### config.mk
export PLATFORM = sky130hd
export DESIGN_NAME = sram_core
export DESIGN_NICKNAME = d
export VERILOG_FILES = /design/src/rtl/sram_core_pkg.sv /design/src/rtl/sram_cmd_stage.sv /design/src/rtl/sram_array.sv /design/src/rtl/sram_out_stage.sv /design/src/rtl/sram_core.sv
export SDC_FILE = /design/constraint.sdc
export NUM_CORES = 1
export LEC_CHECK = 0
export BUFFER_PORTS_ARGS = -buffer_cell sky130_fd_sc_hd__buf_2
export CAP_MARGIN = 5
export CORE_MARGIN = 2
export CORE_UTILIZATION = 35
export CTS_CLUSTER_DIAMETER = 150
export DETAILED_ROUTE_END_ITERATION = 16
export SLEW_MARGIN = 20
export SYNTH_ARGS = -nofsm -noshare
export SYNTH_HDL_FRONTEND = slang
export SYNTH_HIERARCHICAL = 1
export SYNTH_SLANG_ARGS = --single-unit
### constraint.sdc
create_clock -name clk -period 1.8 [get_ports clk]
set_input_delay 0.09 -clock clk [delete_from_list [all_inputs] [get_ports clk]]
set_output_delay 0.09 -clock clk [all_outputs]
set_load 0.02 [all_outputs]
### src/rtl/sram_core_pkg.sv
package sram_core_pkg;

    typedef enum logic [1:0] {
        OP_IDLE  = 2'd0,
        OP_READ  = 2'd1,
        OP_WRITE = 2'd2
    } op_e;

    localparam int LANES_DEF  = 2;
    localparam int LANE_W_DEF = 9;
    localparam int DEPTH_DEF  = 16;

    // Sleep and deselect both yield an idle slot; any write control makes a write.
    function automatic op_e decode_op(input logic ce, input logic slp,
                                      input logic all_wr, input logic byte_wr);
        if (slp || !ce)          return OP_IDLE;
        if (all_wr || byte_wr)   return OP_WRITE;
        return OP_READ;
    endfunction

endpackage

### src/rtl/sram_cmd_stage.sv
module sram_cmd_stage
    import sram_core_pkg::*;
#(
    parameter int LANES  = LANES_DEF,
    parameter int LANE_W = LANE_W_DEF,
    parameter int AW     = 4
) (
    input  logic                    clk,
    input  logic                    rst,
    input  logic                    ce,
    input  logic                    sleep,
    input  logic                    wr_all,
    input  logic                    wr_byte,
    input  logic [LANES-1:0]        lane_sel_n,
    input  logic [AW-1:0]           addr_i,
    input  logic [LANES*LANE_W-1:0] wdata_i,
    output op_e                     op_o,
    output logic [AW-1:0]           addr_o,
    output logic [LANES-1:0]        lanes_o,
    output logic [LANES*LANE_W-1:0] wdata_o
);
    localparam int W = LANES * LANE_W;

    typedef struct packed {
        op_e              op;
        logic [AW-1:0]    addr;
        logic [LANES-1:0] lanes;
        logic [W-1:0]     data;
    } cmd_t;

    cmd_t cmd_q, cmd_d;

    always_comb begin
        cmd_d.op    = decode_op(ce, sleep, wr_all, wr_byte);
        cmd_d.addr  = addr_i;
        cmd_d.data  = wdata_i;
        if (wr_all)
            cmd_d.lanes = '1;
        else if (wr_byte)
            cmd_d.lanes = ~lane_sel_n;
        else
            cmd_d.lanes = '0;
    end

    always_ff @(posedge clk) begin
        if (rst) begin
            cmd_q <= '{op: OP_IDLE, addr: '0, lanes: '0, data: '0};
        end else begin
            cmd_q <= cmd_d;
        end
    end

    assign op_o    = cmd_q.op;
    assign addr_o  = cmd_q.addr;
    assign lanes_o = cmd_q.lanes;
    assign wdata_o = cmd_q.data;

    assert_sleep_blocks_R10: assert property (@(posedge clk) disable iff (rst)
        sleep |=> (op_o == OP_IDLE));

    assert_global_all_lanes_R6: assert property (@(posedge clk) disable iff (rst)
        (ce && wr_all && !sleep) |=> (op_o == OP_WRITE && lanes_o == '1));

    assert_byte_lanes_R5: assert property (@(posedge clk) disable iff (rst)
        (ce && !wr_all && wr_byte && !sleep) |=> (lanes_o == ~$past(lane_sel_n)));

endmodule

### src/rtl/sram_array.sv
module sram_array
    import sram_core_pkg::*;
#(
    parameter int LANES  = LANES_DEF,
    parameter int LANE_W = LANE_W_DEF,
    parameter int DEPTH  = DEPTH_DEF,
    parameter int AW     = $clog2(DEPTH)
) (
    input  logic                    clk,
    input  op_e                     op,
    input  logic [AW-1:0]           addr,
    input  logic [LANES-1:0]        lanes,
    input  logic [LANES*LANE_W-1:0] wdata,
    output logic [LANES*LANE_W-1:0] rd_o
);
    for (genvar g = 0; g < LANES; g++) begin : g_lane
        logic [LANE_W-1:0] mem [DEPTH];

        always_ff @(posedge clk) begin
            if (op == OP_WRITE && lanes[g])
                mem[addr] <= wdata[g*LANE_W +: LANE_W];
        end

        assign rd_o[g*LANE_W +: LANE_W] = mem[addr];
    end

endmodule

### src/rtl/sram_out_stage.sv
module sram_out_stage
    import sram_core_pkg::*;
#(
    parameter int W = LANES_DEF * LANE_W_DEF
) (
    input  logic         clk,
    input  logic         rst,
    input  logic         pipe_mode,
    input  logic         oe,
    input  logic         sleep,
    input  op_e          op,
    input  logic [W-1:0] rd_i,
    output logic [W-1:0] rdata,
    output logic         rdrive
);
    typedef struct packed {
        logic         valid;
        logic [W-1:0] data;
    } pipe_t;

    pipe_t pipe_q;
    logic  want_drive;
    logic  [W-1:0] sel_data;

    always_ff @(posedge clk) begin
        if (rst) begin
            pipe_q <= '{valid: 1'b0, data: '0};
        end else begin
            pipe_q.valid <= (op == OP_READ);
            if (op == OP_READ)
                pipe_q.data <= rd_i;
        end
    end

    always_comb begin
        if (pipe_mode) begin
            want_drive = pipe_q.valid && (op != OP_WRITE);
            sel_data   = pipe_q.data;
        end else begin
            want_drive = (op == OP_READ);
            sel_data   = rd_i;
        end
    end

    assign rdrive = want_drive && oe && !sleep;
    assign rdata  = rdrive ? sel_data : '0;

    assert_write_never_drives_R8: assert property (@(posedge clk) disable iff (rst)
        (op == OP_WRITE) |-> !rdrive);

    assert_oe_gates_R9: assert property (@(posedge clk) disable iff (rst)
        !oe |-> (!rdrive && rdata == '0));

    assert_sleep_quiet_R10: assert property (@(posedge clk) disable iff (rst)
        sleep |-> !rdrive);

    assert_flow_deselect_off_R4: assert property (@(posedge clk) disable iff (rst)
        (!pipe_mode && op != OP_READ) |-> !rdrive);

    assert_pipe_deselect_off_R4: assert property (@(posedge clk) disable iff (rst)
        (op != OP_READ) |=> !(pipe_mode && rdrive));

endmodule

### src/rtl/sram_core.sv
module sram_core
    import sram_core_pkg::*;
#(
    parameter int LANES  = LANES_DEF,
    parameter int LANE_W = LANE_W_DEF,
    parameter int DEPTH  = DEPTH_DEF,
    localparam int W     = LANES * LANE_W,
    localparam int AW    = $clog2(DEPTH)
) (
    input  logic             clk,
    input  logic             rst,
    input  logic             pipe_mode,
    input  logic             chip_en,
    input  logic             wr_all,
    input  logic             wr_byte,
    input  logic [LANES-1:0] lane_sel_n,
    input  logic [AW-1:0]    addr,
    input  logic [W-1:0]     wdata,
    input  logic             out_en,
    input  logic             sleep,
    output logic [W-1:0]     rdata,
    output logic             rdrive
);
    op_e              c_op;
    logic [AW-1:0]    c_addr;
    logic [LANES-1:0] c_lanes;
    logic [W-1:0]     c_wdata;
    logic [W-1:0]     arr_rd;

    sram_cmd_stage #(.LANES(LANES), .LANE_W(LANE_W), .AW(AW)) u_cmd (
        .clk(clk), .rst(rst), .ce(chip_en), .sleep(sleep),
        .wr_all(wr_all), .wr_byte(wr_byte), .lane_sel_n(lane_sel_n),
        .addr_i(addr), .wdata_i(wdata),
        .op_o(c_op), .addr_o(c_addr), .lanes_o(c_lanes), .wdata_o(c_wdata)
    );

    sram_array #(.LANES(LANES), .LANE_W(LANE_W), .DEPTH(DEPTH), .AW(AW)) u_arr (
        .clk(clk), .op(c_op), .addr(c_addr), .lanes(c_lanes),
        .wdata(c_wdata), .rd_o(arr_rd)
    );

    sram_out_stage #(.W(W)) u_out (
        .clk(clk), .rst(rst), .pipe_mode(pipe_mode), .oe(out_en),
        .sleep(sleep), .op(c_op), .rd_i(arr_rd),
        .rdata(rdata), .rdrive(rdrive)
    );

endmodule

After elaboration in Yosys (flattened, before gate mapping)
Memory sizes are Yosys's and may differ from the RTL's. A register that Yosys moved wholly into a read port is not among the register bits.
Index checks and enable logic that the tools add are counted.
{"block": "totals", "elab_cells": 39, "output_inout_bits": 19, "memories": 2, "ff_bits": 45, "input_bits": 32, "mem_bits_rw": 288}
{"memory": "u_arr.g_lane[0].mem", "depth": 16, "width": 9, "rd": 1, "rd_clocked_by_memory_dff": 1, "wr": 1, "line_no": "sram_array.sv:17", "rtl": "logic [LANE_W-1:0] mem [DEPTH];"}
{"memory": "u_arr.g_lane[1].mem", "depth": 16, "width": 9, "rd": 1, "rd_clocked_by_memory_dff": 1, "wr": 1, "line_no": "sram_array.sv:17"}
{"block": "op_classes", "bitwise_logic": 1, "n_reduce_logical": 9, "n_eq_ne": 3, "muxes": 18}
{"cell": "18-bit two-way mux", "n": 2}
{"cell": "2-bit two-way mux", "n": 6}
{"cell": "1-bit two-way mux", "n": 8}
{"cell": "4-bit two-way mux", "n": 2}
{"cell": "1-bit logical AND", "n": 5}
{"cell": "2-bit by 1-bit == test with 1-bit output, second input constant", "n": 1}
{"cell": "2-bit == test, second input constant", "n": 1}
{"cell": "1-bit logical NOT", "n": 2}
{"cell": "1-bit logical OR", "n": 2}
{"cell": "2-bit != test, second input constant", "n": 1}
{"cell": "2-bit NOT", "n": 1}

Longest topological paths before layout
{"block": "logic_depth", "word_depth": 6, "mapped_depth": 8, "ltp_nobuf": 5}

Hierarchy
The synthesis kept the hierarchy.
{"module": "sram_array", "cells_per_inst": 495, "instances": 1, "area_each_um2": 11036.8}
{"module": "sram_out_stage", "cells_per_inst": 126, "instances": 1, "area_each_um2": 987.2}
{"module": "sram_cmd_stage", "cells_per_inst": 59, "instances": 1, "area_each_um2": 728.2}

Worst setup path before layout
OpenSTA, ideal clock, no wires.
{"block": "synth_path", "path_kind": "register -> register", "from": "reg u_cmd.cmd_q, in the netlist u_cmd/addr_o[1]", "to": "mem u_arr/g_lane[0].mem[14][0] (netlist name) (enable)", "setup_time_ns": 0.374, "t_arrival_ns": 1.553, "stages_incl_launch_ff": 7, "synth_period_minus_slack_ns": 1.927, "required_ns": 1.426, "slack_ns": -0.127, "cell_sequence": "dfxtp_1 clkbuf_1 buf_2 buf_2 nor2b_1 nand2_1 nor2_1"}
{"element": "start: declaration", "line_no": "sram_cmd_stage.sv:31", "rtl": "cmd_t cmd_q, cmd_d;"}
{"element": "start signal: assignment", "line_no": "sram_cmd_stage.sv:47", "rtl": "cmd_q <= '{op: OP_IDLE, addr: '0, lanes: '0, data: '0};"}
{"element": "start signal: assignment", "line_no": "sram_cmd_stage.sv:49", "rtl": "cmd_q <= cmd_d;"}
{"element": "end: declaration", "line_no": "sram_array.sv:17"}
No word-level cell before the write port.

==> results.ini <==
[grt]
antenna_found_initial=0
grt_max_degree=25
grt_overflow=0
track_usage=0.142
grt_pass1_vias=6569
grt_pass1_wl_um=40700

[placed_design]
dp_slack_ns=-0.283
place_hpwl_um=17000
gp_congestion=0.737
port_buffers=50

[layout]
area_delta_synth_final_pct=25.2
antenna_cells=0
drive_gt1_frac=0.372
layout.nets=876

[sta]
timing.fmax_mhz=396
worst_slew_pin_slew_ns=0.786
fin_ws_ns=-0.725
slew_viol_final=0
skew_ns=0.0257
hold_viol=0
relSlewSlack=0.475
finalSetupViolCount=19
tns_ns=-11.91
fin_crit_ns=2.52
min_period_over_period=1.40
rsz0062_at_grt=yes

[hold_path]
hold_class=input pin to flip-flop
hold_start=rst

[power]
p_total_uw=16300
p_seq_frac=0.523
intPower_uw=13100
p_per_area_nw_per_um2=1020
clock_power_share=0.425
peakVddDrop_mv=0.524
leakage_uw=0.00498
combPwrFrac=0.052
switchingPower_uw=3250
p_sw_frac=0.199

[synthesis]
synth_area_leaders=edfxtp_1 68%, mux4_2 12%, dfxtp_1 7.1%, a22oi_1 2.1%, nand2_1 1.8%
synth_top_area_frac=0.678
ys_seq_area_frac=0.749
synth.most_common_cell=edfxtp_1
yosysWarnings=6
synth_edf_count=288
syn_inst=680
ys_types=31
synth_area_um2=12800
syn_avg_cell_area_um2=18.8
synth_common_cells=288 x edfxtp_1, 67 x mux4_2, 61 x nand2_1, 55 x nor2_1, 45 x dfxtp_1
synth_flop_cell=edfxtp_1
ys_seq_elements=333
async_flop_share=0
yosysTopAreaCell=edfxtp_1
syn_nets=712

[clock_network]
path_clk_slew_ns=0.06
htreeDepth=2
clkSinkCount=333
numCtsBuffers=34
clockBufferDepth=3
clk_latency_ns=0.51
root_buffer=clkbuf_16
cts_tree=built

[floorplanning]
dieArea_um2=38000
initial_core_util=0.357
core_area_um2=35700
dieHeight_um=195
rows=69
die_width_um=195
ios=51

[worst_setup_path]
critical_path_arrival_ns=2.43
endpoint_kind=output pin
worstPathRequired_ns=1.71
crit_path_start_kind=flip-flop
crit_chain=buf_6, buf_12, buf_4, mux4_2, a22oi_2, nand2_2, mux2i_1, nor2_1, buf_2
worstPathMaxFanout=6
reg2reg_from=u_cmd/addr_o[0]
critical_path_class=flip-flop to output pin
crit_slowest_cell=mux4_2
slowest_delay_ns=0.52
critPathLaunch=u_cmd/addr_o[0]

[drt]
avgRoutedWirePerCell_um=20.3
ant_nets=0
routed_wl_um=27000
num_vias=6550
via_per_inst=4.92
first_pass_iters=6
dr.first_iter.drc_count=493
route.detailed.drc=0

[outcome]
violations=setup timing
status=finished, violations left

[flow_run]
cap_violations=0

-- sequential cells by signal, indices dropped and copies added, names as in the netlist --
register,count
u_arr/g_lane.mem,288
u_cmd/addr_o,4
u_cmd/lanes_o,2
u_cmd/op_o,2
u_cmd/wdata_o,18
u_out/pipe_q,19
-- final timing paths --
path	end	slack [ns]	cells after the start
min reg2reg	u_out/pipe_q[10]	0.45	2
max reg2reg	u_out/pipe_q[17]	-0.05	8
min	u_cmd/wdata_o[15]	0.06	2
max	rdata[17]	-0.72	9
-- cells in the final DEF (no fill, tap or decap), drive strengths merged, types with 2 or more instances in the layout --
cell type / synthesis / final
a22oi: 37 / 37
buf: 23 / 136
nand3: 2 / 2
bufinv: 0 / 4
edfxtp: 288 / 288
and2b: 4 / 4
and3b: 2 / 2
nor2b: 23 / 23
mux2i: 18 / 18
inv: 2 / 3
clkinv: 0 / 12
nand2: 61 / 61
a21oi: 20 / 20
dlygate4sd3: 0 / 28
clkbuf: 16 / 47
nor2: 55 / 55
mux4: 72 / 72
nand2b: 5 / 5
dfxtp: 45 / 45
-- critical path: cells and delay by family (launching register included) --
family          cells  cell delay, ns
mux                 2            0.66
buf+inv             4            0.54
flops               1            0.40
compound gates      1            0.18
simple gates        2            0.16
-- cells by family (layout without fill, tap and decap cells) --
kind of cell,after synthesis,count (layout),synth area share
simple gates,158,158,0.0564
mux,91,91,0.144
flops,333,333,0.749
compound gates,57,57,0.0307
buf+inv,41,230,0.0204
-- per-stage QoR --
stage	utilization	hold slack [ns]	cells	instance area (µm²)
2_1_floorplan	-	0.158	680	12800
6_report	0.447	0.0562	1330	16000
5_1_grt	0.447	0.0995	1330	16000
3_5_place_dp	0.393	0.292	1224	14000
3_3_place_gp	0.393	0.292	1224	14000
4_1_cts	0.443	0.0737	1328	15800
-- what timing repair did --
item / 4_1_cts / 5_1_grt
hold endpoints to repair: 26 / 0
setup buffers: 10 / 2
hold buffers: 28 / 0
endpoints found under the setup margin: 35 / 93
resized for setup: 50 / 41
gates cloned: 5 / 3
pin swaps: 17 / 18
-- routing by layer --
layer | up-vias | GRT usage | part of all wire
met2 | 153 | 0.220 | 0.46
met5 | - | 0 | 0
li1 | 3003 | - | -
met4 | 0 | 0.0424 | 0.021
met1 | 3355 | 0.209 | 0.47
met3 | 39 | 0.0212 | 0.046
-- area by class of cell --
class                   count  area (µm²)
repair buffers            167        1570
flip-flops and latches    333        9560
well taps                 461         577
inverters                   2        7.51
fillers                  3112       19800
multi-input cells         306        3160
clock buffers              44         920
clock inverters            17         183
-- power groups by stage --
stage	Combinational (µW)	Sequential [µW]	Clock, µW
after detailed placement	667	8700	0
after global routing	920	8550	7390
after floorplan	426	8650	0
after CTS	830	8530	7090
after global placement	663	8690	0
final	854	8530	6930
Note: power is estimated with default switching activity, not from simulation.
